--- config.mk ---
export PLATFORM = sky130hd
export DESIGN_NAME = irq_line_aggregator
export DESIGN_NICKNAME = d
export VERILOG_FILES = /design/src/rtl/irq_agg_pkg.sv /design/src/rtl/irq_pin_tracker.sv /design/src/rtl/irq_line_counter.sv /design/src/rtl/irq_line_aggregator.sv
export SDC_FILE = /design/constraint.sdc
export NUM_CORES = 1
export LEC_CHECK = 0
export ABC_AREA = 1
export BUFFER_PORTS_ARGS = -buffer_cell sky130_fd_sc_hd__buf_2
export CORE_UTILIZATION = 45
export CTS_CLUSTER_DIAMETER = 30
export CTS_CLUSTER_SIZE = 14
export DETAILED_ROUTE_END_ITERATION = 8
export GPL_TIMING_DRIVEN = 0
export PLACE_DENSITY = 0.75
export RECOVER_POWER = 25
export SLEW_MARGIN = 10
export SYNTH_ARGS = -nofsm -noshare
export SYNTH_HDL_FRONTEND = slang
export SYNTH_HIERARCHICAL = 1
export SYNTH_SLANG_ARGS = --single-unit
--- constraint.sdc ---
create_clock -name clk -period 9.48 [get_ports clk]
set_clock_uncertainty 0.15 [all_clocks]
set_input_delay 1.896 -clock clk [delete_from_list [all_inputs] [get_ports clk]]
set_output_delay 1.896 -clock clk [all_outputs]
set_load 0.01 [all_outputs]
--- src/rtl/irq_agg_pkg.sv ---
package irq_agg_pkg;

    localparam int PINS   = 4;
    localparam int LINES  = 4;
    localparam int LINE_W = 2;

    typedef logic [LINE_W-1:0] line_idx_t;

    // Rotation of a pin or line index by a slot number, modulo the line count.
    function automatic line_idx_t rotate_line(input line_idx_t idx, input line_idx_t slot_lo);
        return line_idx_t'(idx + slot_lo);
    endfunction

endpackage

--- src/rtl/irq_pin_tracker.sv ---
module irq_pin_tracker
    import irq_agg_pkg::*;
#(
    parameter int SLOT_W = 5
) (
    input  logic              clk,
    input  logic              rst,
    input  logic [PINS-1:0]   pin_lvl,
    input  logic [SLOT_W-1:0] slot,
    input  logic              via_bridge,
    input  logic [SLOT_W-1:0] bridge_slot,
    output logic [LINES-1:0]  rise_line,
    output logic [LINES-1:0]  fall_line
);

    logic [PINS-1:0] seen_lvl;

    always_ff @(posedge clk) begin
        if (rst) begin
            seen_lvl <= '0;
        end else begin
            seen_lvl <= pin_lvl;
        end
    end

    // Each device's mapping is a permutation, so every line receives at
    // most one event per device per cycle.
    always_comb begin
        rise_line = '0;
        fall_line = '0;
        for (int p = 0; p < PINS; p++) begin
            line_idx_t ln;
            ln = rotate_line(line_idx_t'(p), slot[LINE_W-1:0]);
            if (via_bridge) begin
                ln = rotate_line(ln, bridge_slot[LINE_W-1:0]);
            end
            if (pin_lvl[p] && !seen_lvl[p]) begin
                rise_line[ln] = 1'b1;
            end
            if (!pin_lvl[p] && seen_lvl[p]) begin
                fall_line[ln] = 1'b1;
            end
        end
    end

endmodule

--- src/rtl/irq_line_counter.sv ---
module irq_line_counter #(
    parameter int NUM_DEV = 4,
    parameter int CNT_W   = 5
) (
    input  logic               clk,
    input  logic               rst,
    input  logic [NUM_DEV-1:0] rise,
    input  logic [NUM_DEV-1:0] fall,
    output logic [CNT_W-1:0]   cnt,
    output logic               active
);

    logic [CNT_W-1:0] n_up;
    logic [CNT_W-1:0] n_dn;

    always_comb begin
        n_up = '0;
        n_dn = '0;
        for (int d = 0; d < NUM_DEV; d++) begin
            n_up = n_up + CNT_W'(rise[d]);
            n_dn = n_dn + CNT_W'(fall[d]);
        end
    end

    always_ff @(posedge clk) begin
        if (rst) begin
            cnt <= '0;
        end else begin
            cnt <= cnt + n_up - n_dn;
        end
    end

    assign active = (cnt != '0);

endmodule

--- src/rtl/irq_line_aggregator.sv ---
module irq_line_aggregator
    import irq_agg_pkg::*;
#(
    parameter int NUM_DEV = 4,
    parameter int SLOT_W  = 5
) (
    input  logic                      clk,
    input  logic                      rst,
    input  logic [NUM_DEV*PINS-1:0]   dev_pin_lvl,
    input  logic [NUM_DEV*SLOT_W-1:0] dev_slot,
    input  logic [NUM_DEV-1:0]        dev_via_bridge,
    input  logic [SLOT_W-1:0]         bridge_slot,
    output logic [LINES-1:0]          irq_line
);

    localparam int CNT_W = $clog2(NUM_DEV * PINS + 1);

    logic [NUM_DEV-1:0][LINES-1:0] dev_rise;
    logic [NUM_DEV-1:0][LINES-1:0] dev_fall;
    logic [LINES-1:0][NUM_DEV-1:0] line_rise;
    logic [LINES-1:0][NUM_DEV-1:0] line_fall;
    logic [LINES-1:0][CNT_W-1:0]   line_cnt;

    for (genvar d = 0; d < NUM_DEV; d++) begin : g_dev
        irq_pin_tracker #(.SLOT_W(SLOT_W)) u_trk (
            .clk        (clk),
            .rst        (rst),
            .pin_lvl    (dev_pin_lvl[d*PINS +: PINS]),
            .slot       (dev_slot[d*SLOT_W +: SLOT_W]),
            .via_bridge (dev_via_bridge[d]),
            .bridge_slot(bridge_slot),
            .rise_line  (dev_rise[d]),
            .fall_line  (dev_fall[d])
        );
        for (genvar l = 0; l < LINES; l++) begin : g_xpose
            assign line_rise[l][d] = dev_rise[d][l];
            assign line_fall[l][d] = dev_fall[d][l];
        end
    end

    for (genvar l = 0; l < LINES; l++) begin : g_line
        irq_line_counter #(.NUM_DEV(NUM_DEV), .CNT_W(CNT_W)) u_cnt (
            .clk   (clk),
            .rst   (rst),
            .rise  (line_rise[l]),
            .fall  (line_fall[l]),
            .cnt   (line_cnt[l]),
            .active(irq_line[l])
        );
    end

endmodule

# Yosys cells after proc, flatten, opt, wreduce, memory -nomap -nowiden
# Cells that the tools add are included.
[op_classes]
addsub = 60
magnitude_cmp = 32
mux = 80
bitwise = 24
reduce_logical = 84
[ops]
columns = ["operator", "n"]
rows = [
  ["4-bit two-way mux", 32],
  ["4-bit bitwise OR", 24],
  ["5-bit by 1-bit adder with 5-bit output", 16],
  ["1-bit logical AND", 48],
  ["2-bit by 3-bit < comparator with 1-bit output, second input constant", 16],
  ["2-bit adder", 16],
  ["1-bit demux with 2-bit select", 16],
  ["2-bit by 1-bit >= comparator with 1-bit output, second input constant", 16],
  ["1-bit logical NOT", 32],
  ["2-bit two-way mux", 16],
  ["5-bit adder", 4],
  ["5-bit nonzero test", 4],
  ["5-bit subtractor", 4],
  ["1-bit by 1-bit adder with 2-bit output", 8],
  ["2-bit adder, first input constant", 8],
  ["1-bit two-way mux", 16],
  ["1-bit by 2-bit adder with 2-bit output, first input constant", 4],
]
[word_totals]
regBits = 36
word_cells = 288

# Longest topological paths before layout
[depth]
depth_word = 18
depth_mapped = 26

# Hierarchy
# Netlist, hierarchy kept.
[by_module_without_submodules]
columns = ["mod", "instances", "cells_per_inst", "area_per_inst_um2", "seq_area_each_um2"]
rows = [
  ["irq_line_counter", 4, 71, 528.0, 100.1],
  ["irq_pin_tracker (g_dev[1].u_trk ...)", 2, 132, 802.0, 80.1],
  ["irq_pin_tracker (g_dev[3].u_trk)", 1, 132, 804.5, 80.1],
  ["irq_pin_tracker (g_dev[0].u_trk)", 1, 130, 730.7, 80.1],
]

# Least setup slack after synthesis
# OpenSTA, ideal clock, no wires.
[synth_timing]
kind = "input port to flip-flop"
start = "input dev_slot[0]"
end = "register g_line[1].u_cnt.cnt[4]"
setup_time_ps = 115
arrival_ps = 5265
required_ps = 9215
setup_slack_ps = 3950
cell_stages = 21
cell_sequence = "inv_1 ha_1 o21ai_4 buf_4 nand4_1 nand2_1 inv_1 nand3_1 inv_1 fa_1 inv_1 ha_1 ha_1 fa_1 fa_1 inv_1 nand2_1 nand2_1 nand3_2 nand2_1 nor2_1"
[synth_rtl]
columns = ["element", "line", "text"]
rows = [
  ["from (decl)", "irq_line_aggregator.sv:10", "input logic [NUM_DEV*SLOT_W-1:0] dev_slot,"],
  ["to (signal assigned)", "irq_line_counter.sv:29", "cnt <= cnt + n_up - n_dn;"],
  ["to (decl)", "irq_line_counter.sv:9", "output logic [CNT_W-1:0] cnt,"],
]

==> flow_summary.rst <==
.. list-table::
   :header-rows: 1

   * - Metric
     - Value
   * - Status
     - finished, violations left
   * - Violated checks
     - max-capacitance violations, max-slew violations
   * - Final period demand of the worst path
     - 5.81 ns
   * - Yosys cell types
     - 23
   * - Share of post-route cells with drive strength above 1
     - 12.6%
   * - Share of the cycle needed by the critical path after routing
     - 61.3%
   * - Routing usage on met1
     - 26.3%
   * - Area Overhead vs Synth
     - 9.63%
   * - Maximum fanout along the worst path
     - 16
   * - Number of DRC violations after detailed-routing iteration 0
     - 272
   * - Switching power share of the total
     - 45.6%
   * - Relative max-transition margin
     - -7.18%
   * - Overflow after GRT
     - 0
   * - Post-Syn Instances
     - 810
   * - Met2 Resource Use GR
     - 37.3%
   * - Data arrival, critical path
     - 5.84 ns
   * - Number of buffers inserted by hold repair at cts
     - 0
   * - Sw Pwr
     - 0.515 mW
   * - Pin count of the biggest net entering global routing
     - 29
   * - Number of sinks driven by the clock tree
     - 36
   * - Combinational group share of total power
     - 63.5%
   * - Register-to-register path setup slack
     - 5.84 ns
   * - Leak
     - 3.09 nW
   * - EDFF count, synth
     - 0
   * - Placer's final routability congestion estimate
     - 0.848
   * - Setup violation total in the final timing report
     - 0
   * - Leading post-synthesis cells by cell area
     - sky130_fd_sc_hd__nand4_1 15%, sky130_fd_sc_hd__dfxtp_1 14%, sky130_fd_sc_hd__inv_1 13%
   * - Yosys Warn Count
     - 6
   * - Share of flip-flops with an asynchronous set or reset
     - 0%
   * - Fin cells
     - 993
   * - Detail Placement HPWL
     - 9.10 mm
   * - Library cell contributing the largest single delay on the critical path
     - sky130_fd_sc_hd__fa_1
   * - Cell type with the highest aggregate area in the netlist
     - sky130_fd_sc_hd__nand4_1
   * - Maximum operating frequency
     - 0.172 GHz
   * - Top cell types by occurrence after synthesis
     - 182 x sky130_fd_sc_hd__inv_1, 128 x sky130_fd_sc_hd__nand4_1, 118 x sky130_fd_sc_hd__nand2_1, 110 x sky130_fd_sc_hd__nand3_1, 76 x sky130_fd_sc_hd__nor2_1
   * - Global routing met3 resource utilization
     - 3.53%
   * - Post_cts resized
     - 0
   * - Clock tree from TritonCTS
     - done
   * - Netlist area before placement
     - 5250 um^2
   * - Main flop type after synthesis
     - sky130_fd_sc_hd__dfxtp_1
   * - # Post-CTS Setup Buffers
     - 0
   * - Number of placed instances, taps included
     - 985
   * - Fraction of synthesized cell area taken by the top area cell type
     - 15.2%
   * - Via-to-Cell Ratio
     - 5.28
   * - Number of levels the H-tree was split into
     - 2
   * - Top Usage Layer GRT
     - met2
   * - Average footprint of a synthesized cell
     - 6.48 um^2
   * - Ratio of total power to cell area
     - 196 nW/um^2
   * - Reg power frac
     - 19.3%
   * - Required arrival time at the worst endpoint
     - 9.51 ns
   * - Die footprint
     - 12100 um^2
   * - Number of vias in the routed layout
     - 5239
   * - Sequential area share after synthesis
     - 13.7%
   * - Initial antenna violation count
     - 0
   * - All-Layer GR Usage
     - 21.1%
   * - Starting density of the core
     - 46.0%
   * - # rows
     - 39
   * - Category of the worst setup path capture point
     - register
   * - Latest clock arrival within the worst-skew pair
     - 0.28 ns
   * - Max Slew Vio Count
     - 29
   * - Number of global-route vias before repair
     - 4854
   * - Clock power frac
     - 17.2%
   * - Maximum number of buffers from clock root to sink
     - 2
   * - Overall die height
     - 110 um
   * - First-pass iteration count of the detailed router
     - 5
   * - Cell with the most instances after synthesis
     - sky130_fd_sc_hd__inv_1
   * - Average wire length per cell after detail routing
     - 11.5 um
   * - Hold slack final
     - 0.454 ns
   * - Total negative slack
     - 0 ns
   * - Kind of launch point of the worst setup path
     - input pin
   * - Path type of the worst setup path
     - input pin to register
   * - CP peak stage delay
     - 0.56 ns
   * - RSZ-0062 raised after global routing
     - no
   * - Number of primary I/O pins
     - 51
   * - Series of cell instances along the critical path
     - buf_2 -> ha_1 -> o21ai_4 -> buf_4 -> nand4_1 -> nand2_1 -> inv_1 -> nand3_1 -> inv_1 -> fa_1 -> inv_1 -> ha_1 -> ha_1 -> inv_1 -> fa_1 -> fa_1 -> inv_1 -> nand2_1 -> nand2_1 -> nand3_2 -> nand2_1 -> nor2_1
   * - Clock-pin transition on the worst setup and hold timing paths
     - 0.06 ns
   * - Most numerous cell on the critical path
     - sky130_fd_sc_hd__inv_1
   * - Standard cell core area
     - 11400 um^2
   * - Synthesized net count
     - 929
   * - DRT antenna net count
     - 0
   * - Worst min-delay path category
     - register to register
   * - Largest vdd supply drop
     - 94.1 uV
   * - Final net count
     - 968
   * - Tightest Pin Transition
     - 1.61 ns
   * - Final Hold Violating Endpoints
     - 0
   * - Post-route DRC violation count
     - 0
   * - Diode count
     - 0
   * - Maximum capacitance violations
     - 1
   * - Pint
     - 0.614 mW
   * - Clock root buffer master
     - sky130_fd_sc_hd__clkbuf_16
   * - Input/output buffers
     - 32
   * - First-pass GRT wire length
     - 20.5 mm
   * - Die width
     - 110 um
   * - Number of buffers created by CTS
     - 5
   * - Seq cells post-synth
     - 36
   * - Final wirelength
     - 11.4 mm
critical path, delay by kind of cell:
family	cells	cell delay, ns
AO/OA/AOI/OAI	1	0.29
buffers and inverters	7	0.83
adder cells (fa/ha/maj)	6	2.24
AND/OR/NAND/NOR	8	0.57
area by class of cell:
class	count	area (um^2)
fillers	1184	5660
inverters	208	821
clock buffers	5	125
clock inverters	3	42.5
multi-input cells	555	3590
flip-flops and latches	36	721
plain buffers	11	120
well taps	143	179
repair buffers	32	159
path summary, 6_finish.rpt:
kind | start | end | depth (start not counted)
setup / recovery | bridge_slot[0] | g_line[1].u_cnt/cnt[4]$_SDFF_PP0_ | 22
hold / removal | g_line[0].u_cnt/cnt[0]$_SDFF_PP0_ | g_line[0].u_cnt/cnt[0]$_SDFF_PP0_ | 3
setup reg to reg | g_dev[0].u_trk/seen_lvl[0]$_SDFF_PP0_ | g_line[2].u_cnt/cnt[4]$_SDFF_PP0_ | 19
hold reg to reg | g_line[0].u_cnt/cnt[0]$_SDFF_PP0_ | g_line[0].u_cnt/cnt[0]$_SDFF_PP0_ | 3
through the flow:
stage          setup WS (ns)  power [mW]  utilization [%]  cell area, um^2
5_1_grt                 3.37        1.30             50.4             5760
4_1_cts                 3.67        1.15             50.4             5760
3_3_place_gp            3.39       0.926             49.0             5590
3_5_place_dp            3.38       0.943             49.0             5590
6_report                3.67        1.13             50.4             5760
2_1_floorplan           3.95       0.799                -             5250
layout by cell type (no fill, tap or decap):
master | Yosys | routed
sky130_fd_sc_hd__inv_1 | 182 | 182
sky130_fd_sc_hd__nand4_1 | 128 | 128
sky130_fd_sc_hd__nand2_1 | 118 | 118
sky130_fd_sc_hd__nand3_1 | 110 | 110
sky130_fd_sc_hd__nor2_1 | 76 | 76
sky130_fd_sc_hd__ha_1 | 52 | 52
sky130_fd_sc_hd__dfxtp_1 | 36 | 36
sky130_fd_sc_hd__buf_2 | 0 | 31
sky130_fd_sc_hd__fa_1 | 20 | 20
sky130_fd_sc_hd__inv_2 | 19 | 19
sky130_fd_sc_hd__a21oi_1 | 12 | 12
sky130_fd_sc_hd__buf_6 | 10 | 10
sky130_fd_sc_hd__nand3_2 | 10 | 10
sky130_fd_sc_hd__nand2_2 | 7 | 7
sky130_fd_sc_hd__nor2_8 | 6 | 6
sky130_fd_sc_hd__clkbuf_16 | 0 | 5
sky130_fd_sc_hd__nand3b_1 | 4 | 4
sky130_fd_sc_hd__nor3_1 | 4 | 4
sky130_fd_sc_hd__or2_4 | 4 | 4
sky130_fd_sc_hd__nor2_4 | 3 | 3
sky130_fd_sc_hd__inv_8 | 3 | 3
sky130_fd_sc_hd__inv_6 | 3 | 3
sky130_fd_sc_hd__clkinvlp_4 | 0 | 1
sky130_fd_sc_hd__clkinv_2 | 0 | 1
sky130_fd_sc_hd__bufinv_16 | 0 | 1
sky130_fd_sc_hd__o21ai_4 | 1 | 1
sky130_fd_sc_hd__buf_4 | 1 | 1
sky130_fd_sc_hd__inv_4 | 1 | 1
sky130_fd_sc_hd__clkbuf_1 | 0 | 1
routing by layer:
layer / vias to the layer above / share of wire, % / wire, um
met1: 2318 / 45 / 5170
met5: - / 0 / 0
met4: 0 / 1.9 / 221
met2: 136 / 47 / 5430
met3: 20 / 5.4 / 623
li1: 2765 / - / -
power by group through the flow:
stage	clock, mW	combinational (mW)	sequential (mW)
after floorplan	0	0.583	0.216
after global placement	0	0.705	0.221
final	0.194	0.717	0.218
after detailed placement	0	0.721	0.222
after global routing	0.206	0.866	0.223
after CTS	0.200	0.727	0.218
registers in the layout, summed over array words and instances, names as in the netlist:
signal / cells
g_dev.u_trk/seen_lvl: 16
g_line.u_cnt/cnt: 20
cells by family (layout without fill, tap and decap cells):
family | Yosys count | after routing | share of synthesized area [%]
AND/OR/NAND/NOR | 470 | 470 | 46.9
adder cells (fa/ha/maj) | 72 | 72 | 20.0
AO/OA/AOI/OAI | 13 | 13 | 1.45
buffers and inverters | 219 | 259 | 17.9
flip-flops | 36 | 36 | 13.7
Note: power is estimated with default switching activity, not from simulation.
